<file path="src/rtl/pcmp_pkg.sv">
// Shared constants and types of the packed compare unit.
// Assumes 5-bit register indices; bank boundaries are architectural.
package pcmp_pkg;
    localparam logic [2:0] OP_EQ  = 3'd0;
    localparam logic [2:0] OP_LT  = 3'd1;
    localparam logic [2:0] OP_LE  = 3'd2;
    localparam logic [2:0] OP_MIN = 3'd3;
    localparam logic [2:0] OP_MAX = 3'd4;
    localparam logic [2:0] OP_ABS = 3'd5;

    localparam logic [1:0] MODE_PLAIN = 2'b00;
    localparam logic [1:0] MODE_SAT   = 2'b01;

    // Bank boundaries (inclusive)
    localparam int S8_LO  = 2;
    localparam int U8_LO  = 8;
    localparam int S16_LO = 16;
    localparam int U16_LO = 24;
    localparam int U16_HI = 29;

    typedef struct packed {
        logic valid;  // index lies inside a data bank
        logic wide;   // 16-bit lanes
        logic sgn;    // signed lanes
    } bank_t;
endpackage

</file>
<file path="src/rtl/pcmp_bank_decode.sv">
// Maps a register index onto its bank attributes (valid, width, sign).
// Assumes the fixed bank boundaries of pcmp_pkg.
module pcmp_bank_decode
    import pcmp_pkg::*;
(
    input  logic [4:0] idx,
    output bank_t      info
);
    // Range compare of the index against the four bank windows
    always_comb begin
        info = '0;
        if (int'(idx) >= S8_LO && int'(idx) < U8_LO)
            info = '{valid: 1'b1, wide: 1'b0, sgn: 1'b1};
        else if (int'(idx) >= U8_LO && int'(idx) < S16_LO)
            info = '{valid: 1'b1, wide: 1'b0, sgn: 1'b0};
        else if (int'(idx) >= S16_LO && int'(idx) < U16_LO)
            info = '{valid: 1'b1, wide: 1'b1, sgn: 1'b1};
        else if (int'(idx) >= U16_LO && int'(idx) <= U16_HI)
            info = '{valid: 1'b1, wide: 1'b1, sgn: 1'b0};
    end
endmodule

</file>
<file path="src/rtl/pcmp_legal.sv">
// Decides whether an operation may issue and which lane format it uses.
// Assumes the absolute value takes no part of source B.
module pcmp_legal
    import pcmp_pkg::*;
(
    input  logic [2:0] op_sel,
    input  logic [1:0] mode,
    input  bank_t      dst_bank,
    input  bank_t      a_bank,
    input  bank_t      b_bank,
    output logic       ok,
    output logic       wide,
    output logic       sgn
);
    logic two_src;
    logic mode_ok;
    logic banks_ok;

    // Operation class and its required mode
    always_comb begin
        two_src = (op_sel <= OP_MAX);
        if (two_src)
            mode_ok = (mode == MODE_PLAIN);
        else if (op_sel == OP_ABS)
            mode_ok = (mode == MODE_SAT);
        else
            mode_ok = 1'b0;
    end

    // Bank agreement among the indices the operation uses
    always_comb begin
        banks_ok = a_bank.valid && (dst_bank == a_bank);
        if (two_src)
            banks_ok = banks_ok && (b_bank == a_bank);
    end

    // Final verdict and lane format taken from source A
    always_comb begin
        ok   = mode_ok && banks_ok;
        wide = a_bank.wide;
        sgn  = a_bank.sgn;
    end
endmodule

</file>
<file path="src/rtl/pcmp_lane.sv">
// One lane of W bits: compare, min, max or saturating absolute value.
// Assumes op_sel has been checked upstream; unknown codes yield zero.
module pcmp_lane
    import pcmp_pkg::*;
#(
    parameter int W = 8
) (
    input  logic [W-1:0] a,
    input  logic [W-1:0] b,
    input  logic         sgn,
    input  logic [2:0]   op_sel,
    output logic [W-1:0] res
);
    localparam logic [W-1:0] MOST_NEG = {1'b1, {(W-1){1'b0}}};
    localparam logic [W-1:0] MOST_POS = ~MOST_NEG;

    logic         gt;
    logic         eq;
    logic         lt;
    logic         le;
    logic [W-1:0] abs_v;

    // Ordering flags; less-than built from inverted greater-than
    always_comb begin
        eq = (a == b);
        gt = sgn ? ($signed(a) > $signed(b)) : (a > b);
        le = ~gt;
        lt = ~(gt | eq);
    end

    // Saturating magnitude of A
    always_comb begin
        if (!sgn)
            abs_v = a;
        else if (a == MOST_NEG)
            abs_v = MOST_POS;
        else if (a[W-1])
            abs_v = ~a + 1'b1;
        else
            abs_v = a;
    end

    // Result selection per operation
    always_comb begin
        case (op_sel)
            OP_EQ:   res = {W{eq}};
            OP_LT:   res = {W{lt}};
            OP_LE:   res = {W{le}};
            OP_MIN:  res = le ? a : b;
            OP_MAX:  res = gt ? a : b;
            OP_ABS:  res = abs_v;
            default: res = '0;
        endcase
    end
endmodule

</file>
<file path="src/rtl/pcmp_unit.sv">
// Packed compare / min / max / absolute unit, combinational.
// Lane width and signedness come from the banks of the register indices;
// an illegal combination zeroes the result.
module pcmp_unit
    import pcmp_pkg::*;
#(
    parameter int WORD_W   = 32,
    parameter int NARROW_W = 8,
    parameter int WIDE_W   = 16
) (
    input  logic [2:0]        op_sel,
    input  logic [1:0]        mode,
    input  logic [4:0]        dst_idx,
    input  logic [4:0]        srca_idx,
    input  logic [WORD_W-1:0] srca_val,
    input  logic [4:0]        srcb_idx,
    input  logic [WORD_W-1:0] srcb_val,
    output logic [WORD_W-1:0] result,
    output logic              illegal
);
    localparam int N_NARROW = WORD_W / NARROW_W;
    localparam int N_WIDE   = WORD_W / WIDE_W;

    bank_t              dst_bank;
    bank_t              a_bank;
    bank_t              b_bank;
    logic               ok;
    logic               wide;
    logic               sgn;
    logic [WORD_W-1:0]  narrow_res;
    logic [WORD_W-1:0]  wide_res;

    pcmp_bank_decode i_dec_dst (.idx(dst_idx),  .info(dst_bank));
    pcmp_bank_decode i_dec_a   (.idx(srca_idx), .info(a_bank));
    pcmp_bank_decode i_dec_b   (.idx(srcb_idx), .info(b_bank));

    pcmp_legal i_legal (
        .op_sel   (op_sel),
        .mode     (mode),
        .dst_bank (dst_bank),
        .a_bank   (a_bank),
        .b_bank   (b_bank),
        .ok       (ok),
        .wide     (wide),
        .sgn      (sgn)
    );

    genvar gn;
    generate
        for (gn = 0; gn < N_NARROW; gn++) begin : g_narrow
            pcmp_lane #(.W(NARROW_W)) i_lane (
                .a      (srca_val[gn*NARROW_W +: NARROW_W]),
                .b      (srcb_val[gn*NARROW_W +: NARROW_W]),
                .sgn    (sgn),
                .op_sel (op_sel),
                .res    (narrow_res[gn*NARROW_W +: NARROW_W])
            );
        end
    endgenerate

    genvar gw;
    generate
        for (gw = 0; gw < N_WIDE; gw++) begin : g_wide
            pcmp_lane #(.W(WIDE_W)) i_lane (
                .a      (srca_val[gw*WIDE_W +: WIDE_W]),
                .b      (srcb_val[gw*WIDE_W +: WIDE_W]),
                .sgn    (sgn),
                .op_sel (op_sel),
                .res    (wide_res[gw*WIDE_W +: WIDE_W])
            );
        end
    endgenerate

    // Lane-format selection and zeroing of rejected operations
    always_comb begin
        illegal = ~ok;
        if (!ok)
            result = '0;
        else if (wide)
            result = wide_res;
        else
            result = narrow_res;
    end
endmodule

</file>
<file path="config.mk">
export PLATFORM = sky130hd
export DESIGN_NAME = pcmp_unit
export DESIGN_NICKNAME = d
export VERILOG_FILES = /design/src/rtl/pcmp_pkg.sv /design/src/rtl/pcmp_bank_decode.sv /design/src/rtl/pcmp_legal.sv /design/src/rtl/pcmp_lane.sv /design/src/rtl/pcmp_unit.sv
export SDC_FILE = /design/constraint.sdc
export NUM_CORES = 1
export LEC_CHECK = 0
export ABC_AREA = 1
export BUFFER_PORTS_ARGS = -buffer_cell sky130_fd_sc_hd__buf_4
export CORE_UTILIZATION = 54
export DETAILED_ROUTE_END_ITERATION = 6
export PLACE_DENSITY = 0.84
export SLEW_MARGIN = 20
export SYNTH_ARGS = -nofsm -noshare
export SYNTH_HDL_FRONTEND = slang
export SYNTH_SLANG_ARGS = --single-unit
</file>
<file path="constraint.sdc">
create_clock -name vclk -period 3.1
set_clock_uncertainty 0.05 [all_clocks]
set_input_delay 0.775 -clock vclk [all_inputs]
set_output_delay 0.775 -clock vclk [all_outputs]
set_load 0.05 [all_outputs]
</file>
==> results.toml, run 1 <==
[yosys]
netlist_instances = 1330
synth_common_cells = "nand2_1, nand3_1, nor2_1"
synth_top_area_cell = "nand2_1"
synth.area.top_cells = "nand2_1, nand3_1, nand4_1"
post-synth-top-count-cell = "nand2_1"
ys_seq_area_share_pct = 0
avgSynthCellArea_um2 = 4.95
synth_cell_types = 44
syn-cell-area_um2 = 6580
mappedNetlistNets = 1454
yosys_warnings = 0
synth_top_cell_area_share_pct = 20.3

[floorplan]
die_h_um = 112
die_w_um = 112
start_util_pct = 56.4
ios = 117
fp-row-count = 39

[outcome]
error_line = "[ERROR DPL-0033] detailed placement checks failed during check placement."
lastStage = "4_1_cts"
status = "did not finish"

[clock_network]
hold_buffers = 0
cts_resized = 343
cts_setup_buffers = 30

[placement]
place_ws_ns = -0.666
placed_cell_area_um2 = 9620
portBuffers = 114
finalWeightedCongestion = 1.03
dp_hpwl_um = 21700
placedCellCount = 1751
==> per-stage QoR <==
| step | hold WS [ns] | TNS (ns) |
|---|---|---|
| floorplan | 1.77 | -7.24 |
| detailed placement | 2.03 | -19.18 |
| global placement | 2.03 | -17.02 |
==> logic make-up after synthesis <==
group           share of synthesized area [%]
buf+inv                                  14.8
simple gates                             59.2
fa+ha+maj                                7.60
compound gates                           16.4
xor+xnor                                 2.00
==> inputs of run 2 (changes only) <==
--- a/config.mk
+++ b/config.mk
@@ -7,9 +7,9 @@
 export LEC_CHECK = 0
 export ABC_AREA = 1
 export BUFFER_PORTS_ARGS = -buffer_cell sky130_fd_sc_hd__buf_4
-export CORE_UTILIZATION = 54
+export CORE_UTILIZATION = 40
 export DETAILED_ROUTE_END_ITERATION = 6
-export PLACE_DENSITY = 0.84
+export PLACE_DENSITY_LB_ADDON = 0.15
 export SLEW_MARGIN = 20
 export SYNTH_ARGS = -nofsm -noshare
 export SYNTH_HDL_FRONTEND = slang
==> constraint.sdc (replaced) <==
create_clock -name vclk -period 4
set_clock_uncertainty 0.05 [all_clocks]
set_input_delay 1 -clock vclk [all_inputs]
set_output_delay 1 -clock vclk [all_outputs]
set_load 0.05 [all_outputs]
==> results.toml, run 2 <==
[placement]
place_ws_ns = -0.313
finalWeightedCongestion = 0.988
dp_hpwl_um = 20300
portBuffers = 114
placedCellCount = 1788

[yosys]
mappedNetlistNets = 1454
post-synth-top-count-cell = "nand2_1"
yosys_warnings = 0
synth.area.top_cells = "nand2_1, nand3_1, nand4_1"
ys_seq_area_share_pct = 0
synth_top_area_cell = "nand2_1"
netlist_instances = 1330
synth_common_cells = "nand2_1, nand3_1, nor2_1"
synth_top_cell_area_share_pct = 20.3
avgSynthCellArea_um2 = 4.95
syn-cell-area_um2 = 6580
synth_cell_types = 44

[cells_and_area]
stdcell_count = 1829
clock_buffers = 0
seq_cell_count = 0
multi_input_area_um2 = 6930
area_growth_pct = 69.5
layout_commonest_cell = "nand2_1"
drive_above_1_share_pct = 41.0
antenna_cells = 0
fillCellCount = 1461
seq_area_um2 = 0
nNetsFinal = 1739
final_util_pct = 69.7
most-common-layout-cells = "nand2_1, buf_4, nand3_1, nand4_1, inv_1"

[power_and_ir_drop]
clockPowerShare_pct = 0
combinationalPowerShare_pct = 100.0
p_seq_share_pct = 0
sw_frac_of_total_pct = 56.8
power.total_w = 0.00146
power.switching_w = 0.000831
ir_drop_mv = 0.0656
p_int_w = 0.000633
p_per_area_nw_per_um2 = 131
leakagePower_nw = 5.44

[critical_path]
end_kind = "output port"
worstPathMaxFanout = 8
cp_cell_sequence = "buf_4 -> inv_1 -> ha_2 -> nand2_1 -> nor2_4 -> nand2_2 -> nand2_4 -> nand2_4 -> nand3_4 -> nand3_4 -> nand2_4 -> inv_4 -> nor2_8 -> nand3_2 -> nor2_2 -> nor2_2 -> buf_6"
setup.worst_path.start_class = "input port"
cpMostUsedCell = "nand2_4"
critPathSlowestCell = "ha_2"
worstSetupPathType = "input port to output port"
cp.required_ns = 2.95
cp.arrival_ns = 3.13
max_stage_delay_ns = 0.31

[timing]
hold_violations = 0
timing.fmax_ghz = 0.239
maxSlewHeadroom_pct = 61.2
finalCritPeriodShare_pct = 105
rsz0062_at_grt = "true"
worstMarginPinSlew_ns = 0.582
layout_setup_ws_ns = -0.181
final-setup-viol-count = 26
period_needed_ns = 4.18
final_max_slew_viol_count = 0

[routing]
first_pass_iters = 5
drtIter0Drc = 1151
vias = 10600
ant_nets = 0
routedWlPerCell_um = 16.3
drc = 0
viasPerCell = 5.80
drt-total-wl_um = 29800

[outcome]
status = "complete, but fails checks"
violations = "setup timing"

[floorplan]
dieArea_um2 = 17000
die_w_um = 130
die_h_um = 130
core_um2 = 16000
fp-row-count = 46
ios = 117
start_util_pct = 41.1

[global_route]
antenna_found_initial = 0
grt_pass1_wl_um = 44300
grt_usage_pct = 32.1
grt_overflow_total = 0
grt_max_degree = 40
grt_pass1_vias = 9386

[flow_run]
cap_violations = 0

[worst_hold_path]
hold_path_class = "input port to output port"
holdPathStages = 4
hp-start = "srcb_val[6]"
whs_endpoint = "result[6]"

[clock_network]
hold_buffers = 0
## run 2: cell counts after synthesis
Identical to the previous run, type by type.
## run 2: critical path, delay by kind of cell
family,cells,cell delay (ns)
fa+ha+maj,1,0.31
buf+inv,4,0.34
simple gates,12,1.47
## run 2: final cells by class
type	count	share of cell area, %
multi-input cells	1096	62.2
inverters	163	6.08
repair buffers	354	29.3
well taps	216	2.42
## run 2: metrics by stage
step	TNS, ns	hold WS [ns]	instance area [um2]
3_3_place_gp	-7.63	2.44	9070
5_1_grt	-4.61	2.45	11200
2_1_floorplan	-0.0154	2.22	6670
3_5_place_dp	-8.08	2.45	9070
6_report	-2.17	2.43	11200
4_1_cts	-0.947	2.45	10000
## run 2: per-layer routing
layer	global-route usage [%]	routed length (um)
met2	57.3	14700
met4	14.4	1240
met5	0	0
met3	1.72	2240
met1	39.6	11600
## run 2: how the worst max path moves through the flow
| stage | startpoint | end | slack, ns | cells past startpoint |
|---|---|---|---|---|
| finish | srcb_val[4] | result[7] | -0.18 | 17 |
| global route | srcb_val[13] | result[1] | -0.27 | 17 |
| CTS | srcb_val[11] | result[7] | -0.11 | 18 |
| detailed placement | srcb_val[13] | result[11] | -0.31 | 14 |
| global placement | srca_val[15] | result[6] | -0.29 | 14 |
| floorplan | srcb_val[15] | result[15] | -0.02 | 15 |
## run 2: cells by family after synthesis
kind of cell	share of synthesized area [%]
AND/OR/NAND/NOR	59.2
buffers and inverters	14.8
AO/OA/AOI/OAI	16.4
adder cells (fa/ha/maj)	7.60
XOR/XNOR	2.00
## run 2: timing repair
item                                    4_1_cts  5_1_grt
cloned                                        3        5
endpoints found under the setup margin       32       32
gates resized for setup                     189      265
endpoints found under the hold margin         0        0
setup buffers                                17       21
pin swaps                                    54      132
## run 2: power by group through the flow
stage                     Combinational, W  Clock [W]  Sequential (W)
after floorplan                   0.000678          0               0
after global placement             0.00108          0               0
after detailed placement           0.00110          0               0
after CTS                          0.00123          0               0
after global routing               0.00157          0               0
final                              0.00146          0               0
(Power assumes the default switching activity.)
